File: config.mk
export PLATFORM = sky130hd
export DESIGN_NAME = bool_route_mux
export DESIGN_NICKNAME = d
export VERILOG_FILES = /design/src/rtl/brm_pkg.sv /design/src/rtl/brm_hold_stage.sv /design/src/rtl/brm_select.sv /design/src/rtl/bool_route_mux.sv
export SDC_FILE = /design/constraint.sdc
export NUM_CORES = 1
export LEC_CHECK = 0
export CORE_MARGIN = 10
export CORE_UTILIZATION = 30
export CTS_CLUSTER_SIZE = 28
export DETAILED_ROUTE_END_ITERATION = 12
export GPL_TIMING_DRIVEN = 0
export SLEW_MARGIN = 10
export SYNTH_ARGS = -nofsm -noshare
export SYNTH_HDL_FRONTEND = slang
export SYNTH_SLANG_ARGS = --single-unit
File: constraint.sdc
create_clock -name clk -period 1.9 [get_ports clk]
set_input_delay 0.38 -clock clk [delete_from_list [all_inputs] [get_ports clk]]
set_output_delay 0.38 -clock clk [all_outputs]
set_load 0.05 [all_outputs]
File: src/rtl/brm_pkg.sv
`timescale 1ns/1ps
// Shared constants and types for the latched-address multiplexer.
// Assumes at most sixteen data lanes; the address width covers all of them.
package brm_pkg;
    localparam int MAX_IN = 16;
    localparam int ADDR_W = $clog2(MAX_IN);

    typedef enum logic {
        CAP_LEVEL = 1'b0,
        CAP_EDGE  = 1'b1
    } cap_mode_e;
endpackage

File: src/rtl/brm_hold_stage.sv
`timescale 1ns/1ps
// Optional hold stage for a W-bit value.
// HOLD_EN = 0: pure wire, enable ignored.
// Level mode: transparent while en is 1, holds the last passed value otherwise.
// Edge mode: captures d at a clock edge where en is 1 and was 0 at the prior
// edge; output is the captured register only.
// Assumes en is synchronous to clk.
module brm_hold_stage #(
    parameter int                 W       = 4,
    parameter bit                 HOLD_EN = 1'b1,
    parameter brm_pkg::cap_mode_e MODE    = brm_pkg::CAP_LEVEL,
    parameter logic [W-1:0]       RST_VAL = '0
) (
    input  logic         clk,
    input  logic         rst_n,
    input  logic         en,
    input  logic [W-1:0] d,
    output logic [W-1:0] q
);

    generate
        if (!HOLD_EN) begin : g_bypass
            logic unused_ctl;
            assign unused_ctl = ^{clk, rst_n, en};
            assign q = d;
        end else if (MODE == brm_pkg::CAP_LEVEL) begin : g_level
            logic [W-1:0] held_q;

            // Track the live value while enabled.
            always_ff @(posedge clk) begin
                if (!rst_n)  held_q <= RST_VAL;
                else if (en) held_q <= d;
            end

            assign q = en ? d : held_q;
        end else begin : g_edge
            logic [W-1:0] held_q;
            logic         en_q;
            logic         rise;

            assign rise = en & ~en_q;

            // Remember enable and capture on its sampled rising edge.
            always_ff @(posedge clk) begin
                if (!rst_n) begin
                    held_q <= RST_VAL;
                    en_q   <= 1'b0;
                end else begin
                    en_q <= en;
                    if (rise) held_q <= d;
                end
            end

            assign q = held_q;
        end
    endgenerate

endmodule

File: src/rtl/brm_select.sv
`timescale 1ns/1ps
// Lane conditioning and selection.
// Applies the per-lane inversion mask, pads unimplemented lanes with the
// default bit, then picks one lane by address. Purely combinational.
module brm_select #(
    parameter int              N_IN     = 12,
    parameter logic [N_IN-1:0] IN_INV   = '0,
    parameter bit              DFLT_VAL = 1'b0
) (
    input  logic [N_IN-1:0]              din,
    input  logic [brm_pkg::ADDR_W-1:0]   addr,
    output logic                         sel
);
    localparam int LANES = brm_pkg::MAX_IN;

    logic [LANES-1:0] lanes;

    generate
        for (genvar i = 0; i < LANES; i++) begin : g_lane
            if (i < N_IN) begin : g_real
                assign lanes[i] = din[i] ^ IN_INV[i];
            end else begin : g_pad
                assign lanes[i] = DFLT_VAL;
            end
        end
    endgenerate

    assign sel = lanes[addr];

endmodule

File: src/rtl/bool_route_mux.sv
`timescale 1ns/1ps
// Single-bit N-to-1 multiplexer with optional address and output hold stages.
// Path: addr -> address stage -> lane select (input mask, default for
// out-of-range) -> output stage -> output inversion -> dout.
// Assumes 2 <= N_IN <= 16 and all inputs synchronous to clk.
module bool_route_mux #(
    parameter int                 N_IN      = 12,
    parameter bit                 ADDR_HOLD = 1'b1,
    parameter brm_pkg::cap_mode_e ADDR_MODE = brm_pkg::CAP_LEVEL,
    parameter bit                 OUT_HOLD  = 1'b1,
    parameter brm_pkg::cap_mode_e OUT_MODE  = brm_pkg::CAP_LEVEL,
    parameter logic [N_IN-1:0]    IN_INV    = '0,
    parameter bit                 OUT_INV   = 1'b0,
    parameter bit                 DFLT_VAL  = 1'b0
) (
    input  logic                       clk,
    input  logic                       rst_n,
    input  logic [N_IN-1:0]            din,
    input  logic [brm_pkg::ADDR_W-1:0] addr,
    input  logic                       addr_hold_en,
    input  logic                       out_hold_en,
    output logic                       dout
);
    localparam int AW = brm_pkg::ADDR_W;

    logic [AW-1:0] eff_addr;
    logic          routed;
    logic          held_bit;

    brm_hold_stage #(
        .W       (AW),
        .HOLD_EN (ADDR_HOLD),
        .MODE    (ADDR_MODE),
        .RST_VAL ('0)
    ) u_addr_stage (
        .clk   (clk),
        .rst_n (rst_n),
        .en    (addr_hold_en),
        .d     (addr),
        .q     (eff_addr)
    );

    brm_select #(
        .N_IN     (N_IN),
        .IN_INV   (IN_INV),
        .DFLT_VAL (DFLT_VAL)
    ) u_select (
        .din  (din),
        .addr (eff_addr),
        .sel  (routed)
    );

    brm_hold_stage #(
        .W       (1),
        .HOLD_EN (OUT_HOLD),
        .MODE    (OUT_MODE),
        .RST_VAL (DFLT_VAL)
    ) u_out_stage (
        .clk   (clk),
        .rst_n (rst_n),
        .en    (out_hold_en),
        .d     (routed),
        .q     (held_bit)
    );

    // Output polarity is applied after the hold stage.
    assign dout = held_bit ^ OUT_INV;

endmodule

== Word-level counts from Yosys, hierarchy flattened ==
Index checks and enable logic that the tools add are counted.

* Add/sub/neg operators: 0
* Multiply operators: 0
* Div/mod/pow operators: 0
* $lt $le $gt $ge: 1
* Equal/unequal tests: 0
* Shifts and indexed selects: 0
* Muxes and demuxes: 4
* Bitwise gates (word level): 0
* Reductions and logical operators: 0

{| class="wikitable"
|+ Operator list
! kind !! number
|-
| < comparator 4 x 5 -> 1 bit, second input constant || 1
|-
| binary-select mux 1 bit (select 4 bit) || 1
|-
| 2-to-1 mux 4 bit || 1
|-
| 2-to-1 mux 1 bit || 2
|}

* Bits in registers: 5
* Bits in latches: 0
* Bits in writable memories: 0
* ROM bits: 0
* Bits of input ports: 20
* Output and inout port bits: 1
* Memories kept: 0

== Longest topological paths before layout ==
* Word-level depth: 4
* Gate-level depth with buffers: 6
* Gate-level depth less buffers: 5

== By module ==
From an unflattened synthesis, not the netlist that was laid out.

* Cells, all modules: 32
* Area, all modules: 332.8 um2

{| class="wikitable"
|+ By module, submodules not included
! module !! times used !! cells each !! area an instance (um2) !! sequential area each (um2)
|-
| brm_hold_stage (u_addr_stage) || 1 || 12 || 153.9 || 80.1
|-
| brm_select || 1 || 17 || 135.1 || 0.0
|-
| brm_hold_stage (u_out_stage) || 1 || 3 || 43.8 || 20.0
|}

== Least setup slack after synthesis ==
OpenSTA, ideal clock, no wires.

* Kind: register to output
* Start: register u_addr_stage.g_level.held_q[0]
* End: output dout
* Data arrival time: 1.813 ns
* Path slack: -0.293 ns
* Cell stages (with the launch flop): 6
* Path through: dfxtp_1 > nor2_1 > o32a_1 > o211ai_2 > a31oi_1 > a21oi_1

* Word-level cells in the longest chain between the ends: 4

{| class="wikitable"
|+ RTL lines
! element !! line !! text
|-
| from (decl) || brm_hold_stage.sv:27 || <nowiki>logic [W-1:0] held_q;</nowiki>
|-
| from (signal assigned) || brm_hold_stage.sv:31 || <nowiki>if (!rst_n) held_q <= RST_VAL;</nowiki>
|-
| from (signal assigned) || brm_hold_stage.sv:32 || <nowiki>else if (en) held_q <= d;</nowiki>
|-
| 2-to-1 mux 4 bit || brm_hold_stage.sv:35 || <nowiki>assign q = en ? d : held_q;</nowiki>
|-
| binary-select mux 1 bit (select 4 bit) || brm_select.sv:28 || <nowiki>assign sel = lanes[addr];</nowiki>
|-
| 2-to-1 mux 1 bit (implied by the code) || brm_select.sv:28 ||
|-
| 2-to-1 mux 1 bit || n/a ||
|-
| to (decl) || bool_route_mux.sv:22 || <nowiki>output logic dout</nowiki>
|}

No other way between the ends. The select of a mux whose other input is x is not followed.

== Worst setup path in the final report ==
Ends and elaborated chain as after synthesis.

==> results.toml <==
[timing]
finalCritPeriodShare_pct = 108
grt_setup_unrepaired = "true"
layout_setup_ws_ns = -0.146
fin_crit_ns = 2.05
max_freq_mhz = 489
finalSetupViolCount = 1
slew_headroom_pct = 79.9
worst-slew-pin-transition_ns = 0.301
skew_ns = 0.000908
slew_viol_final = 0
finalHoldViolCount = 0
worst_hold_slack_ns = 0.564

[global_route]
antenna_found_initial = 0
grt_max_degree = 10
grt_use_total_pct = 9.28
overflow = 0
grt_pass1_vias = 600
grt_pass1_wl_um = 2590

[power]
peakVddDrop_mv = 0.347
powerDensity_nw_per_um2 = 499
p_leak_uw = 0.000328
power.total_uw = 403

[clock_tree]
path_clk_slew_ns = 0.04
cts_tree = "built"
htree_levels = 1
clockBufferDepth = 2
ctsRootBufferMaster = "clkbuf_4"
worstSkewPairLatency_ns = 0.23
clkSinkCount = 5
cts-buffers-inserted = 3

[floorplan]
die_area_um2 = 3530
die_x_um = 59.4
rows = 14
start_util_pct = 31.3
fp.dieH_um = 59.4
design.core.area_um2 = 1490
io_pins = 21

[final_layout]
multi_input_area_um2 = 409
final_nets = 112
register_area_um2 = 108
area_growth_pct = 73.7
design_area_um2 = 808
n_antenna_cell = 0
nFillCells = 143
drive_gt1_share_pct = 31.9

[synth]
synthesis.nets = 83
syn-cell-area_um2 = 465
avgSynthCellArea_um2 = 7.39
ys.flop_type = "dfxtp_1"
synth_seq_area_share_pct = 21.5
syn_inst = 63
ys_warn_count = 0
ys_ff_latch = 5
netlist.area_leader.share_pct = 21.5
yosys-top-cells-area = "dfxtp_1 22%, nor2_1 8.9%, o21ai_0 6.5%"
synth_top_cell_by_area = "dfxtp_1"
synth.distinct_cells = 29
postSynth.asyncResetShare_pct = 0
synth_edf_count = 0

[critical_path]
arrival_ns = 1.67
setup.worst_path.class = "register to primary output"
r2r-start = "u_addr_stage.g_level.held_q[0]"
worstSetupStartpoint = "u_addr_stage.g_level.held_q[0]"
end_kind = "primary output"
required_ns = 1.52
critPathLaunchType = "register"
crit_fanout = 7

[hold_path]
hp-start = "u_out_stage.g_level.held_q"
hp-class = "register to register"

[detailed_routing]
firstDrtPassIters = 4
postRouteAntennaNets = 0
vias = 573
drtIter0Drc = 11
routed_via_density = 5.36
drc = 0
drt-wirelength-per-cell_um = 14.1
drt-total-wl_um = 1510

[place]
hpwl_um = 1140
io_buffers = 20
place_ws_ns = -1.27
gp_congestion = 0.802
place_area_um2 = 697

[status]
violations = "negative setup slack"
outcome = "complete, but fails checks"

[flow_run]
cap_violations = 0
==> layout make-up <==
cell class | count | share of cell area (%)
Sequential cell | 5 | 13.3
Tap cell | 16 | 2.48
Buffer | 1 | 1.39
Multi-Input combinational cell | 53 | 50.6
Timing Repair Buffer | 24 | 27.1
Inverter | 4 | 1.86
Clock buffer | 4 | 3.25
==> report_power, final <==
part	internal [uW]	switching, uW	leakage, uW
Sequential	112	7.96	0.0000426
Clock	79.0	37.5	0.0000150
Combinational	88.9	78.3	0.000270
==> through the flow <==
step                instances  utilization [%]  TNS (ns)
finish                    107             54.3    -0.146
global route              107             54.3    -0.220
CTS                       106             53.0    -0.146
detailed placement         99             46.8     -1.49
global placement           99             46.8     -1.52
floorplan                  63                -         0
==> cells in the mapped netlist, types with 2 or more instances <==
cell      number
nor2_1        11
o21ai_0        6
dfxtp_1        5
a21oi_1        4
inv_1          4
and2_1         3
nand2_1        3
nand2b_1       3
a31oi_1        2
o211ai_2       2
o21a_1         2
==> layer usage <==
metal  track usage, %  routed length [um]  vias up
met1             10.6                 686      272
met4             4.92                   9        0
met3             3.65                 100        2
met5                0                   0        -
li1                 -                   -      288
met2             14.4                 717       11
==> critical path, stage by stage, from the launching register on <==
cell,delay [ns]
dfxtp_4,0.37
or3b_1,0.37
a21oi_2,0.13
a31oi_1,0.06
o211ai_2,0.26
a21oi_4,0.09
buf_6,0.15
==> cell families (layout without fill, tap and decap cells) <==
kind of cell | Yosys count | in the layout | synth area share [%]
compound gates | 23 | 23 | 34.7
buf+inv | 5 | 33 | 5.64
flops | 5 | 5 | 21.5
mux | 2 | 2 | 4.57
simple gates | 28 | 28 | 33.6
==> worst paths after layout <==
kind | end | slack, ns | cells past startpoint
setup / recovery | dout | -0.15 | 6
hold / removal | u_out_stage.g_level.held_q | 0.56 | 2
hold reg to reg | u_out_stage.g_level.held_q | 0.56 | 2
setup reg to reg | u_out_stage.g_level.held_q | 0.30 | 7
==> timing repair <==
item,CTS,global route
resized for setup,36,4
pin swaps,12,1
gates cloned,1,0
hold buffers,0,0
endpoints found under the setup margin,1,1
hold endpoints to repair,0,0
setup buffers,2,1
==> sequential cells by signal, indices dropped and copies added (netlist names) <==
name,count
u_out_stage.g_level.held_q,1
u_addr_stage.g_level.held_q,4
==> placed cells by master, fill, tap and decap left out, drive strengths merged, types with 2 or more instances in the layout <==
cell type	netlist	layout
clkdlybuf4s50	0	9
nor2	12	12
and2b	2	2
and2	4	4
nand2b	3	3
buf	1	7
o21ai	6	6
dfxtp	5	5
o21a	2	2
nand2	3	3
o211ai	2	2
dlygate4sd2	0	7
inv	4	4
clkbuf	0	4
a31oi	2	2
a21oi	4	4
Note: power is estimated with default switching activity, not from simulation.
